File: config.mk
export PLATFORM = sky130hd
export DESIGN_NAME = btn_hold_classifier
export DESIGN_NICKNAME = d
export VERILOG_FILES = /design/src/rtl/btn_hold_pkg.sv /design/src/rtl/btn_tick_stamp.sv /design/src/rtl/btn_edge_det.sv /design/src/rtl/btn_hold_fsm.sv /design/src/rtl/btn_fs_counter.sv /design/src/rtl/btn_hold_classifier.sv
export SDC_FILE = /design/constraint.sdc
export NUM_CORES = 1
export LEC_CHECK = 0
export ABC_CLOCK_PERIOD_IN_PS = 7580
export BUFFER_PORTS_ARGS = -buffer_cell sky130_fd_sc_hd__buf_2
export CAP_MARGIN = 20
export CORE_AREA = 2 2 89 91
export DETAILED_ROUTE_END_ITERATION = 6
export DIE_AREA = 0 0 91 93
export GPL_ROUTABILITY_DRIVEN = 0
export PLACE_DENSITY = 0.58
export SYNTH_ARGS = -nofsm -noshare
export SYNTH_HDL_FRONTEND = slang
export SYNTH_SLANG_ARGS = --single-unit
export TNS_END_PERCENT = 5
File: constraint.sdc
create_clock -name clk -period 7.58 [get_ports clk]
set_clock_uncertainty 0.05 [all_clocks]
set_input_delay 0.379 -clock clk [delete_from_list [all_inputs] [get_ports clk]]
set_output_delay 0.379 -clock clk [all_outputs]
set_load 0.005 [all_outputs]
File: src/rtl/btn_hold_pkg.sv
package btn_hold_pkg;
  typedef enum logic [1:0] {
    ST_IDLE = 2'd0,
    ST_HELD = 2'd1,
    ST_FS   = 2'd2
  } hold_st_e;
endpackage

File: src/rtl/btn_tick_stamp.sv
module btn_tick_stamp #(
  parameter int unsigned TS_W = 16
) (
  input  logic            clk,
  input  logic            rst_n,
  input  logic            tick_en,
  output logic [TS_W-1:0] now
);
  logic [TS_W-1:0] now_d;

  always_comb begin
    now_d = now + TS_W'(1);
  end

  always_ff @(posedge clk or negedge rst_n) begin
    if (!rst_n) begin
      now <= '0;
    end else if (tick_en) begin
      now <= now_d;
    end
  end
endmodule

File: src/rtl/btn_edge_det.sv
module btn_edge_det (
  input  logic clk,
  input  logic rst_n,
  input  logic level,
  output logic rise,
  output logic fall
);
  logic level_q;

  always_ff @(posedge clk or negedge rst_n) begin
    if (!rst_n) begin
      level_q <= 1'b0;
    end else begin
      level_q <= level;
    end
  end

  always_comb begin
    rise = level & ~level_q;
    fall = ~level & level_q;
  end
endmodule

File: src/rtl/btn_hold_fsm.sv
module btn_hold_fsm
  import btn_hold_pkg::*;
#(
  parameter int unsigned TS_W       = 16,
  parameter int unsigned MIN_TICKS  = 1638,
  parameter int unsigned LONG_TICKS = 49152
) (
  input  logic            clk,
  input  logic            rst_n,
  input  logic [TS_W-1:0] now,
  input  logic            rise,
  input  logic            fall,
  output logic            toggle_q,
  output logic            fs_enter,
  output logic            fs_flag
);
  localparam logic [TS_W-1:0] MIN_T  = TS_W'(MIN_TICKS);
  localparam logic [TS_W-1:0] LONG_T = TS_W'(LONG_TICKS);

  hold_st_e        st_q, st_d;
  logic [TS_W-1:0] stamp_q;
  logic            stamp_en;
  logic [TS_W-1:0] elapsed;
  logic            toggle_d;

  // modulo difference: correct across a counter wrap
  always_comb begin
    elapsed = now - stamp_q;
  end

  always_comb begin
    st_d     = st_q;
    stamp_en = 1'b0;
    toggle_d = 1'b0;
    fs_enter = 1'b0;
    case (st_q)
      ST_IDLE: begin
        if (rise) begin
          st_d     = ST_HELD;
          stamp_en = 1'b1;
        end
      end
      ST_HELD: begin
        if (fall) begin
          st_d     = ST_IDLE;
          toggle_d = (elapsed > MIN_T);
        end else if (elapsed >= LONG_T) begin
          st_d     = ST_FS;
          fs_enter = 1'b1;
        end
      end
      ST_FS: begin
        if (fall) begin
          st_d = ST_IDLE;
        end
      end
      default: st_d = ST_IDLE;
    endcase
  end

  always_ff @(posedge clk or negedge rst_n) begin
    if (!rst_n) begin
      st_q     <= ST_IDLE;
      toggle_q <= 1'b0;
    end else begin
      st_q     <= st_d;
      toggle_q <= toggle_d;
    end
  end

  always_ff @(posedge clk or negedge rst_n) begin
    if (!rst_n) begin
      stamp_q <= '0;
    end else if (stamp_en) begin
      stamp_q <= now;
    end
  end

  always_comb begin
    fs_flag = (st_q == ST_FS);
  end
endmodule

File: src/rtl/btn_fs_counter.sv
module btn_fs_counter #(
  parameter int unsigned CNT_W = 8
) (
  input  logic             clk,
  input  logic             rst_n,
  input  logic             inc,
  input  logic             clr,
  output logic [CNT_W-1:0] count
);
  localparam logic [CNT_W-1:0] CNT_MAX = {CNT_W{1'b1}};

  logic [CNT_W-1:0] count_d;
  logic             count_en;

  always_comb begin
    count_en = clr | (inc && (count != CNT_MAX));
    count_d  = clr ? '0 : count + CNT_W'(1);
  end

  always_ff @(posedge clk or negedge rst_n) begin
    if (!rst_n) begin
      count <= '0;
    end else if (count_en) begin
      count <= count_d;
    end
  end
endmodule

File: src/rtl/btn_hold_classifier.sv
module btn_hold_classifier #(
  parameter int unsigned TS_W       = 16,
  parameter int unsigned MIN_TICKS  = 1638,
  parameter int unsigned LONG_TICKS = 49152,
  parameter int unsigned CNT_W      = 8
) (
  input  logic             clk,
  input  logic             rst_n,
  input  logic             tick_en,
  input  logic             btn_level,
  input  logic             cnt_clr,
  output logic             toggle_req,
  output logic             failsafe,
  output logic [CNT_W-1:0] fs_count
);
  logic [TS_W-1:0] now;
  logic            rise;
  logic            fall;
  logic            fs_enter;

  btn_tick_stamp #(.TS_W(TS_W)) u_stamp (
    .clk     (clk),
    .rst_n   (rst_n),
    .tick_en (tick_en),
    .now     (now)
  );

  btn_edge_det u_edge (
    .clk   (clk),
    .rst_n (rst_n),
    .level (btn_level),
    .rise  (rise),
    .fall  (fall)
  );

  btn_hold_fsm #(
    .TS_W       (TS_W),
    .MIN_TICKS  (MIN_TICKS),
    .LONG_TICKS (LONG_TICKS)
  ) u_fsm (
    .clk      (clk),
    .rst_n    (rst_n),
    .now      (now),
    .rise     (rise),
    .fall     (fall),
    .toggle_q (toggle_req),
    .fs_enter (fs_enter),
    .fs_flag  (failsafe)
  );

  btn_fs_counter #(.CNT_W(CNT_W)) u_cnt (
    .clk   (clk),
    .rst_n (rst_n),
    .inc   (fs_enter),
    .clr   (cnt_clr),
    .count (fs_count)
  );
endmodule

==> out/qor_table.md <==
| Group | Parameter | Value |
|---|---|---|
| run status | Status | completed |
| sta | Remaining max-slew budget at the tightest pin | 31.2% |
| cells and area | Share of post-route cells with drive strength above 1 | 10.1% |
| sta | Setup WS post-layout | 4400 ps |
| sta | Total negative slack | 0 ps |
| route | First-pass detailed-route iteration total | 4 |
| global route | Total routing usage reported by global routing | 15.3% |
| clock network | Worst-path clk slew | 80 ps |
| route | Violation count after the first detailed-routing iteration | 119 |
| power and ir drop | Power Total | 0.00110 W |
| clock network | Root Driver | clkbuf_8 |
| floorplan | Total I/O pin count | 15 |
| route | Total routed wirelength | 6.01 mm |
| floorplan | Overall die area | 8460 um^2 |
| global route | Via count of the first global-routing pass | 2238 |
| power and ir drop | Maximum VDD drop | 0.0000992 V |
| global route | Total congestion overflow | 0 |
| logic synthesis | Synthesized netlist net count | 346 |
| cells and area | Antenna Cells | 0 |
| clock network | Buffer depth of the longest clock path | 2 |
| global route | Largest net degree at the start of global routing | 45 |
| place | Detailed placement HPWL | 4.27 mm |
| sta | Transition time of the tightest slew-check pin | 1020 ps |
| place | Input/output buffers | 14 |
| cells and area | Fillcell total | 780 |
| sta | Number of failing hold endpoints at the final stage | 0 |
| cells and area | Nets | 358 |
| clock network | Post-CTS Hold Buffers | 0 |
| logic synthesis | Synth Register Bits | 44 |
| floorplan | Vertical extent of the die | 93 um |
| route | Antenna viol nets, final | 0 |
| clock network | Setup Buffers After CTS | 0 |
| sta | Setup repair after global routing missed its margin | false |
| min path | Type of the worst min-delay path | in -> reg |
| floorplan | Horizontal die dimension | 91 um |
| place | Pre-CTS setup slack | 4430 ps |
| logic synthesis | Number of flops mapped to enable cells by yosys | 0 |
| sta | Peak Freq | 0.314 GHz |
| floorplan | Row cnt | 32 |
| cells and area | Area growth from synthesis to layout | 9.35% |
| logic synthesis | Number of instances in the synthesized netlist | 322 |
| logic synthesis | Average cell area after synthesis | 9.10 um^2 |
| cells and area | Area of the multi-input gates | 1710 um^2 |
| cells and area | Area occupied by registers | 1100 um^2 |
| logic synthesis | Synth Warn # | 0 |
| floorplan | Initial Util | 38.9% |
| flow run | Max Cap Violations | 0 |
| route | Via count | 2295 |
| logic synthesis | Most frequently used flop master after synthesis | dfrtp_1 |
| logic synthesis | Post-synth design cell area | 2930 um^2 |
| logic synthesis | Share of flip-flops with an asynchronous set or reset after synthesis | 100% |
| critical path | Top fanout value on the critical path | 12 |
| clock network | Worst-Skew Late Latency | 300 ps |
| global route | Antenna violations before repair | 0 |
| logic synthesis | Sequential area share after synthesis | 37.6% |
| power and ir drop | Power Density | 344 nW/um^2 |
| logic synthesis | Count of distinct cell types in the synthesized netlist | 54 |
| logic synthesis | Post-synth top area cell | dfrtp_1 |
| clock network | CTS tree | yes |
| clock network | Number of CTS-inserted buffers | 5 |
| critical path | Element type at the critical path end | flop |
| critical path | Path type of the worst setup path | reg -> reg |
| route | DRC violation count after routing | 0 |
| clock network | Count of cells resized by post-cts repair | 0 |
| critical path | Data arrival time of the critical path | 3320 ps |
| sta | Minimum period implied by the final worst setup slack | 3180 ps |
| sta | Total setup violations reported at the end of the flow | 0 |
| route | Post-detailed-route wirelength per cell | 13.7 um |
| critical path | Startpoint types | flop |
| logic synthesis | Largest cells by area after synthesis | dfrtp_1 (38%), ha_1 (7.7%), nand2_1 (5.0%) |
| sta | Post-route fraction of the period consumed by the critical path | 42.0% |
| clock network | H-tree depth reported by CTS | 2 |
| critical path | Critical path data required time | 7720 ps |
| route | Post-detailed-route via-to-cell ratio | 5.25 |
| sta | Total count of max-transition violations in the final report | 0 |
| cells and area | Most common library cell in the layout ignoring fill and taps | dfrtp_1 |
| clock network | Clock net sink count | 44 |
| logic synthesis | Top-area cell type share of the netlist area | 37.6% |
| cells and area | Highest-count cells in the layout ignoring fill and taps | dfrtp_1 (44), nand2_1 (39), o21ai_0 (22) |
| floorplan | Placeable core area | 7530 um^2 |
| power and ir drop | Leakage | 1.42 nW |
| global route | Global-route wire length before repair | 10.7 mm |
[per-layer routing]
layer  global-route usage, %  routed length [um]  vias up
met5                       0                   0        -
met4                    5.68                 107        0
met3                    2.82                 216        8
met2                    23.5                2620       38
met1                    21.5                3070     1078
li1                        -                   -     1171
[sequential cells by signal, summed over array words and instances, names as in the netlist]
register	flops
u_fsm.stamp_q	16
u_edge.level_q	1
u_fsm.st_q	2
u_fsm.toggle_q	1
u_cnt.count	8
u_stamp.now	16
[Yosys cell counts (2+ instances only)]
| master | count |
|---|---|
| a31oi_1 | 3 |
| a21oi_2 | 2 |
| dfrtp_1 | 44 |
| and3_1 | 7 |
| nor2b_1 | 8 |
| o31ai_1 | 6 |
| xnor2_1 | 15 |
| nand2_1 | 39 |
| or4_1 | 4 |
| nand4_1 | 8 |
| nor2_1 | 19 |
| nor3_1 | 7 |
| a21oi_1 | 15 |
| nand2b_1 | 6 |
| buf_2 | 7 |
| mux2i_1 | 4 |
| mux2_1 | 4 |
| o211ai_1 | 6 |
| xor2_1 | 8 |
| ha_1 | 18 |
| clkbuf_1 | 4 |
| inv_1 | 18 |
| o21a_1 | 7 |
| nand3_1 | 7 |
| mux2_2 | 2 |
| nor4b_1 | 3 |
| o21ai_0 | 22 |
| a211oi_1 | 3 |
[metrics by stage]
step	area, um^2	std cells	hold slack, ps	utilization, %
detailed placement	3090	427	457	41.0
finish	3210	437	160	42.6
global route	3210	437	157	42.6
global placement	3090	427	456	41.0
CTS	3180	435	148	42.2
floorplan	2930	322	33.4	-
[report_power, final]
| part | switching, W | internal (W) |
|---|---|---|
| sequential | 0.0000440 | 0.000275 |
| clock | 0.0000802 | 0.0000745 |
| combinational | 0.000363 | 0.000267 |
[worst paths after layout]
check / startpoint / endpoint / slack (ps) / cells after the start
hold reg to reg: u_stamp.now[15] / u_stamp.now[15] / 460 / 1
setup / recovery: u_stamp.now[1] / u_cnt.count[5] / 4400 / 8
max in group asynchronous: rst_n / u_fsm.stamp_q[15] / 6480 / 3
min in group asynchronous: rst_n / u_stamp.now[0] / 500 / 2
hold / removal: btn_level / u_edge.level_q / 160 / 1
setup reg to reg: u_stamp.now[1] / u_cnt.count[5] / 4400 / 8
[final cells by class]
type	count	share of cell area [%]
Timing Repair Buffer	17	3.36
Tap cell	102	3.98
Inverter	18	2.11
Multi-Input combinational cell	248	53.4
Sequential cell	44	34.3
Clock buffer	8	2.81
[kinds of logic (layout without fill, tap and decap cells)]
logic type / after synthesis / after routing / share of synthesized area, %
adder cells (fa/ha/maj): 19 / 19 / 8.37
AND/OR/NAND/NOR: 119 / 119 / 21.7
flip-flops: 44 / 44 / 37.6
AO/OA/AOI/OAI: 76 / 76 / 17.0
buffers and inverters: 30 / 43 / 4.27
multiplexers: 10 / 10 / 3.67
XOR/XNOR: 24 / 24 / 7.43
[critical path, stage by stage, from the launching register on]
cell and delay (ps):
dfrtp_1 460, ha_1 310, nor2b_1 170, o31ai_1 380
a21oi_2 120, a211o_1 290, xnor2_1 800, nor3_1 130
mux2_1 350
(Power assumes the default switching activity.)
